### config.mk
export PLATFORM = sky130hd
export DESIGN_NAME = irq_router_top
export DESIGN_NICKNAME = d
export VERILOG_FILES = /design/src/rtl/irq_router_pkg.sv /design/src/rtl/irq_nmi_stretch.sv /design/src/rtl/irq_src_router.sv /design/src/rtl/irq_prio_enc.sv /design/src/rtl/irq_router_top.sv
export SDC_FILE = /design/constraint.sdc
export NUM_CORES = 1
export LEC_CHECK = 0
export BUFFER_PORTS_ARGS = -buffer_cell sky130_fd_sc_hd__buf_2
export CAP_MARGIN = 20
export CORE_MARGIN = 2
export CORE_UTILIZATION = 57
export DETAILED_ROUTE_END_ITERATION = 7
export MAX_ROUTING_LAYER = met4
export PLACE_DENSITY_LB_ADDON = 0.25
export REMOVE_ABC_BUFFERS = 1
export SETUP_SLACK_MARGIN = 0.5
export SKIP_LAST_GASP = 1
export SLEW_MARGIN = 20
export SYNTH_ARGS = -nofsm -noshare
export SYNTH_HDL_FRONTEND = slang
export SYNTH_SLANG_ARGS = --single-unit
### constraint.sdc
create_clock -name clk -period 2.44 [get_ports clk]
set_input_delay 0.122 -clock clk [delete_from_list [all_inputs] [get_ports clk]]
set_output_delay 0.122 -clock clk [all_outputs]
set_load 0.01 [all_outputs]
### src/rtl/irq_router_pkg.sv
package irq_router_pkg;
  localparam int NSRC = 6;
  localparam int NPEND = 8;
  localparam int VEC_BASE = 25;

  typedef enum int {
    SRC_TIO1 = 0, SRC_TIO2 = 1, SRC_NET = 2, SRC_SER = 3, SRC_SND = 4, SRC_NMI = 5
  } src_e;

  // pending-bit index for source s under the given routing mode
  function automatic logic [2:0] route_bit(input int s, input logic classic);
    logic [2:0] b;
    case (s)
      SRC_TIO1: b = classic ? 3'd0 : 3'd5;
      SRC_TIO2: b = 3'd1;
      SRC_NET:  b = 3'd2;
      SRC_SER:  b = 3'd3;
      SRC_SND:  b = 3'd4;
      default:  b = 3'd6;
    endcase
    return b;
  endfunction

  // true when the source skips the encoder and feeds a side output
  function automatic logic diverted(input int s, input logic classic);
    return classic && (s == SRC_NET || s == SRC_SND);
  endfunction

  function automatic logic [2:0] encode_level(input logic [NPEND-1:0] p);
    logic [2:0] l;
    l = 3'd0;
    for (int i = 0; i < NPEND - 1; i++)
      if (p[i]) l = 3'(i + 1);
    return l;
  endfunction

  function automatic logic [7:0] encode_vector(input logic [2:0] l);
    return (l == 3'd0) ? 8'd0 : 8'(VEC_BASE - 1 + int'(l));
  endfunction
endpackage

### src/rtl/irq_nmi_stretch.sv
module irq_nmi_stretch #(
  parameter int unsigned HOLD = 20,
  parameter int CW = $clog2(HOLD + 1)
) (
  input  logic          clk,
  input  logic          rst_n,
  input  logic          pulse,
  output logic          active,
  output logic [CW-1:0] cnt
);
  always_ff @(posedge clk) begin
    if (!rst_n)         cnt <= '0;
    else if (pulse)     cnt <= CW'(HOLD);
    else if (cnt != '0) cnt <= cnt - 1'b1;
  end

  assign active = (cnt != '0);
endmodule

### src/rtl/irq_src_router.sv
module irq_src_router
  import irq_router_pkg::*;
(
  input  logic             clk,
  input  logic             rst_n,
  input  logic             classic,
  input  logic [NSRC-1:0]  req,
  output logic [NPEND-1:0] pend,
  output logic [NPEND-1:0] pend_nxt,
  output logic [NSRC-1:0]  req_chg,
  output logic             slot_irq,
  output logic             snd_irq_n
);
  logic [NSRC-1:0] req_prev;
  logic            slot_nxt, sndn_nxt;

  assign req_chg = req ^ req_prev;

  always_comb begin
    pend_nxt = pend;
    slot_nxt = slot_irq;
    sndn_nxt = snd_irq_n;
    for (int s = 0; s < NSRC; s++) begin
      if (req_chg[s]) begin
        if (diverted(s, classic)) begin
          if (s == SRC_NET) slot_nxt = req[s];
          else              sndn_nxt = ~req[s];
        end else begin
          pend_nxt[route_bit(s, classic)] = req[s];
        end
      end
    end
  end

  always_ff @(posedge clk) begin
    if (!rst_n) begin
      req_prev  <= '0;
      pend      <= '0;
      slot_irq  <= 1'b0;
      snd_irq_n <= 1'b1;
    end else begin
      req_prev  <= req;
      pend      <= pend_nxt;
      slot_irq  <= slot_nxt;
      snd_irq_n <= sndn_nxt;
    end
  end
endmodule

### src/rtl/irq_prio_enc.sv
module irq_prio_enc
  import irq_router_pkg::*;
(
  input  logic             clk,
  input  logic             rst_n,
  input  logic [NPEND-1:0] pend_nxt,
  output logic [2:0]       ipl,
  output logic [7:0]       vec
);
  logic [2:0] lvl_nxt;
  assign lvl_nxt = encode_level(pend_nxt);

  always_ff @(posedge clk) begin
    if (!rst_n) begin
      ipl <= 3'd0;
      vec <= 8'd0;
    end else begin
      ipl <= lvl_nxt;
      vec <= encode_vector(lvl_nxt);
    end
  end
endmodule

### src/rtl/irq_router_top.sv
module irq_router_top
  import irq_router_pkg::*;
#(
  parameter int unsigned CLK_KHZ = 100000,
  parameter int unsigned HOLD_MS = 100
) (
  input  logic       clk,
  input  logic       rst_n,
  input  logic       mode_classic,
  input  logic       req_tio1,
  input  logic       req_tio2,
  input  logic       req_net,
  input  logic       req_ser,
  input  logic       req_snd,
  input  logic       req_nmi,
  input  logic       nmi_pulse,
  output logic [2:0] ipl,
  output logic [7:0] vec,
  output logic       slot_irq,
  output logic       snd_irq_n
);
  localparam int unsigned HOLD_CYCLES = CLK_KHZ * HOLD_MS;
  localparam int CNT_W = $clog2(HOLD_CYCLES + 1);

  logic             mode_q;
  logic             nmi_hold;
  logic [CNT_W-1:0] hold_cnt;
  logic [31:0]      hold_cnt_ext;
  logic [NSRC-1:0]  req_vec;
  logic [NSRC-1:0]  req_chg;
  logic [NPEND-1:0] pend, pend_nxt;

  always_ff @(posedge clk) begin
    if (!rst_n) mode_q <= 1'b0;
    else        mode_q <= mode_classic;
  end

  irq_nmi_stretch #(.HOLD(HOLD_CYCLES), .CW(CNT_W)) u_nmi (
    .clk(clk), .rst_n(rst_n), .pulse(nmi_pulse), .active(nmi_hold), .cnt(hold_cnt)
  );

  assign hold_cnt_ext = 32'(hold_cnt);

  assign req_vec = {req_nmi | nmi_hold, req_snd, req_ser, req_net, req_tio2, req_tio1};

  irq_src_router u_route (
    .clk(clk), .rst_n(rst_n), .classic(mode_q), .req(req_vec),
    .pend(pend), .pend_nxt(pend_nxt), .req_chg(req_chg),
    .slot_irq(slot_irq), .snd_irq_n(snd_irq_n)
  );

  irq_prio_enc u_enc (
    .clk(clk), .rst_n(rst_n), .pend_nxt(pend_nxt), .ipl(ipl), .vec(vec)
  );
endmodule

# Word-level counts from Yosys, hierarchy flattened
# Cells that the tools add are included.
# Widths: inputs -> output; s select.
dict set report word_totals {
  out_inout_bits 13
  ramBits 0
  reg_bits 52
  mem_count 0
  rom_bits 0
  latch_bits 0
  in_bits 10
}
dict set report classes {
  eq_ne 0
  muxes 44
  add_sub_neg 2
  bitwise 4
  mul 0
  magnitude_cmp 12
  shift 0
  div 0
  reduce_logical 13
}
# op n
set ops {}
lappend ops {{$mux 8} 8}
lappend ops {{$bwmux 8} 6}
lappend ops {{$mux 24} 2}
lappend ops {{$mux 3} 13}
lappend ops {{$lt 3x4->1 const B} 6}
lappend ops {{$reduce_bool 24->1} 1}
lappend ops {{$sub 24x1->24 const B} 1}
lappend ops {{$demux 1 s3} 6}
lappend ops {{$ge 3x1->1 const B} 6}
lappend ops {{$mux 1} 7}
lappend ops {{$add 5x3->6 const A} 1}
lappend ops {{$logic_and 1x1->1} 6}
lappend ops {{$xor 6x6->6} 1}
lappend ops {{$mux 2} 2}
lappend ops {{$reduce_and 2->1} 2}
lappend ops {{$reduce_or 2->1} 2}
lappend ops {{$logic_not 3->1} 1}
lappend ops {{$not 1->1} 2}
lappend ops {{$reduce_bool 2->1} 1}
lappend ops {{$or 1x1->1} 1}

# Depth between registers and ports, before layout
dict set report depth {
  word_depth 31
  mapped_depth 8
}

# Hierarchy
# From an unflattened synthesis, not the netlist that was laid out.
dict set report hier_totals {
  hier_cells 250
  hier_area_um2 2235.9
}
# module area_each_um2 cells_per_inst seq_area_each_um2 instances
set by_module_without_submodules {}
lappend by_module_without_submodules {irq_nmi_stretch 1290.0 147 480.5 1}
lappend by_module_without_submodules {irq_src_router 636.9 71 300.3 1}
lappend by_module_without_submodules {irq_prio_enc 276.5 29 140.1 1}
lappend by_module_without_submodules {irq_router_top 32.5 3 20.0 1}

# Least setup slack after synthesis
# No wires, ideal clock.
dict set report synth_timing {
  path_type {reg2reg}
  from {register u_nmi.cnt[13]}
  to {register u_nmi.cnt[20]}
  arrival_time_ps 1925
  setup_ps 74
  path_slack_ps 441
  required_time_ps 2366
  synth_period_minus_slack_ps 1999
  path_stages_with_launch 6
  path_buffers 0
  cell_sequence {dfxtp_1 > or3_4 > or3_1 > or4_1 > or3_1 > a31oi_1}
}
dict set report synth_via {
  elab_chain_cells 3
}
# element line_no
set synth_rtl {}
lappend synth_rtl {{from (decl)} irq_nmi_stretch.sv:9} ;# output logic [CW-1:0] cnt
lappend synth_rtl {{from (signal assigned)} irq_nmi_stretch.sv:13} ;# else if (pulse) cnt <= CW'(HOLD);
lappend synth_rtl {{from (signal assigned)} irq_nmi_stretch.sv:14} ;# else if (cnt != '0) cnt <= cnt - 1'b1;
lappend synth_rtl {{$sub 24x1->24} irq_nmi_stretch.sv:14}
lappend synth_rtl {{$mux 24} irq_nmi_stretch.sv:14}
lappend synth_rtl {{$mux 24} irq_nmi_stretch.sv:13}
# Parallel ways exist; a longest one is shown, timed or not. The select of a mux whose other input is x is not followed.
# A chain may end at the register's enable or synchronous reset.

# Worst setup path after layout
# Same ends and word-level chain as after synthesis.

==> flow_metrics.py <==
metrics = {
    "outcome": {
        "outcome": "completed",
    },
    "finish": {
        "regArea_sq_um": 960,
        "fillers": 246,
        "fin_nets": 287,
        "areaGrowthSynthToFinish_pct": 27.9,
        "antenna_cells": 0,
        "final_layout_size_suffix_gt1_frac": 0.304,
        "multi_input_area_sq_mm": 0.00111,
        "final_area_sq_mm": 0.00257,
    },
    "clock_network": {
        "cts_tree": "built",
        "worstSkewPairLatency_ns": 0.39,
        "clockBufferDepth": 2,
        "cts.sinks": 47,
        "numCtsBuffers": 5,
        "root_buffer": "clkbuf_4",
        "cts_max_level": 2,
        "clkTransAtPathRegs_ns": 0.15,
    },
    "worst_hold_path": {
        "min_from": "nmi_pulse",
        "hold_class": "in2reg",
    },
    "critical_path": {
        "cp_slowest_cell": "or4_4",
        "startpoint_type": "flip-flop",
        "crit_top_cell": "or3_4",
        "path_cells": "or3_4 -> or3_4 -> or4_4 -> or3_4 -> a31oi_1",
        "path_max_fanout": 2,
        "cp-end-kind": "flip-flop",
        "cp_data_arrival_time_ns": 2.35,
        "max_stage_delay_ns": 0.41,
        "r2r_start": "u_nmi.cnt[13]",
        "critPathLaunch": "u_nmi.cnt[13]",
        "crit_required_ns": 2.77,
        "rrSetupSlack_ns": 0.42,
        "path_class": "reg2reg",
    },
    "detailed_routing": {
        "wl_per_cell_microns": 14.7,
        "vias": 1831,
        "drt_iter0_drc": 132,
        "drt_wl_total_microns": 4750,
        "drc": 0,
        "viasPerCell": 5.69,
        "antenna_left": 0,
        "dr.pass1.iters": 4,
    },
    "die": {
        "core_sq_mm": 0.00336,
        "die-area_sq_mm": 0.00402,
        "rows": 21,
        "die_w_microns": 63.4,
        "pin_count": 23,
        "initial_utilization": 0.598,
        "die_h_microns": 63.4,
    },
    "sta": {
        "finalHoldViolCount": 0,
        "setup_viol": 0,
        "rsz0062_at_grt": "true",
        "setup_tns_ns": 0,
        "timing.final.crit_share": 0.827,
        "skew_ns": 0.0207,
        "slew_violations": 0,
        "fin_ws_ns": 0.421,
        "min_period_ns": 2.02,
        "timing.fmax_ghz": 0.495,
    },
    "yosys": {
        "synth_mux_area_frac": 0,
        "synth.yosys.seq_area_share": 0.468,
        "synthCells": 229,
        "synth-adder-area-share": 0.0124,
        "syn-cell-area_sq_mm": 0.00201,
        "avgSynthCellArea_sq_um": 8.78,
        "synthSimpleGateAreaFrac": 0.234,
        "synth-xor-area-share": 0.0305,
        "ys_seq_elements": 47,
        "yosysWarnings": 0,
        "synth-compound-area-share": 0.212,
        "synth_top_family_by_area": "simple AND/OR/NAND/NOR gates",
        "synth_cell_types": 41,
    },
    "place": {
        "pre_cts_slack_ns": 0.229,
        "post-dp-hpwl_microns": 2800,
        "io_buffer_count": 19,
        "postPlaceCellArea_sq_mm": 0.00216,
        "gp_congestion": 0.837,
    },
    "job": {
        "maxCapViolCount": 0,
    },
    "global_routing": {
        "grt_pass1_wl_microns": 7330,
        "grt_pass1_vias": 1602,
        "grt.overflow.total": 0,
        "grt_max_degree": 20,
        "antenna_found_initial": 0,
        "track_usage": 0.241,
    },
    "power_and_ir_drop": {
        "power_per_cell_area_mw_per_mm2": 692,
        "vdd_drop_max_v": 0.000526,
        "p_leak_nw": 1.02,
        "report.power.total_mw": 1.78,
    },
}
-- worst max-delay path: cells and delay by family, from the launching register on --
kind               cells  cell delay [ns]
and+or+nand+nor        4             1.45
DFF                    1             0.35
AOI/OAI and AO/OA      1             0.15
-- power breakdown --
| group | internal (mW) | leakage (nW) | switching, mW |
|---|---|---|---|
| logic | 0.199 | 0.585 | 0.210 |
| registers | 0.828 | 0.394 | 0.0540 |
| clock network | 0.219 | 0.0418 | 0.270 |
-- cells by family after synthesis --
| logic type | count (synthesis) |
|---|---|
| XOR/XNOR | 7 |
| AO/OA/AOI/OAI | 68 |
| other | 1 |
| AND/OR/NAND/NOR | 86 |
| adder cells (fa/ha/maj) | 2 |
| flip-flops | 47 |
| buffers and inverters | 18 |
-- sequential cells by signal, indices dropped and copies added, names as in the netlist --
signal,cells
mode_q,1
u_enc.ipl,3
u_enc.vec,4
u_nmi.cnt,24
u_route.pend,7
u_route.req_prev,6
u_route.slot_irq,1
u_route.snd_irq_n,1
-- routing by layer --
metal  vias up  routed length (microns)  track usage
met3        10                      249       0.0714
met2        59                     2280        0.351
met1       850                     2120        0.303
li1        912                        -            -
met4         0                       94        0.122
met5         -                        0            -
-- worst paths after layout --
path                       to  cells past startpoint
max             u_nmi.cnt[20]                      5
min              u_nmi.cnt[7]                      2
max reg2reg     u_nmi.cnt[20]                      5
min reg2reg  u_route.slot_irq                      2
-- cell usage after synthesis, drive strengths merged --
cell / count / area, sq um
xnor2: 2 / 17.5
or4: 7 / 55.1
and3: 2 / 12.5
nor4: 3 / 18.8
nand2b: 5 / 31.3
a31oi: 4 / 25.0
a21oi: 19 / 95.1
o31ai: 3 / 22.5
nand4: 1 / 6.26
o21a: 4 / 30.0
a21o: 1 / 7.51
a22oi: 1 / 7.51
o311ai: 1 / 16.3
buf: 4 / 30.0
o32a: 1 / 10.0
and2: 11 / 68.8
nand2: 11 / 41.3
inv: 8 / 30.0
ha: 2 / 25.0
o31a: 2 / 17.5
nor4b: 1 / 8.76
or2: 2 / 12.5
clkbuf: 6 / 22.5
dfxtp: 47 / 941
a2111o: 1 / 11.3
or3: 10 / 70.1
nor2: 21 / 78.8
conb: 1 / 3.75
nor3: 5 / 25.0
nand4b: 1 / 8.76
o211ai: 7 / 52.6
xor2: 5 / 43.8
a211oi: 2 / 15.0
nand3: 5 / 25.0
a2bb2oi: 1 / 8.76
o21ai: 20 / 100
o21bai: 1 / 7.51
nand3b: 1 / 7.51
-- stage by stage --
step                      hold slack (ns)   util  std cells
after CTS                          0.0240  0.717        314
after global routing               0.0474  0.765        322
after floorplan                     0.198      -        221
after global placement              0.330  0.641        291
final                              0.0468  0.765        322
after detailed placement            0.336  0.641        291
-- layout make-up --
cell class,count,share of cell area
clock buffers,5,0.0146
clock inverters,3,0.0180
inverters,8,0.0117
multi-input cells,166,0.433
flip-flops and latches,47,0.373
well taps,46,0.0224
repair buffers,47,0.127
-- repair_timing --
action                                  4_1_cts  5_1_grt
endpoints found under the hold margin         8        0
pin swaps                                     2       16
gates resized for setup                      12       28
hold buffers                                  7        0
endpoints found under the setup margin       25       30
setup buffers                                 8        8
gates cloned                                  0        0
-- cell usage in the layout, fill, tap and decap left out, drive strengths merged, types with 3 or more instances in the layout --
cell	netlist	final
nand2	11	11
nand2b	5	5
or3	10	10
a21oi	19	19
nand3	5	5
o31ai	3	3
inv	8	9
conb	1	3
dlygate4sd3	0	7
a31oi	4	4
clkbuf	6	5
nor3	5	5
or4	7	7
and2	11	11
xor2	5	5
o21ai	20	20
nor4	3	3
buf	4	40
o211ai	7	7
o21a	4	4
dfxtp	47	47
nor2	21	21
No activity file was read; power rests on OpenSTA's default activity.
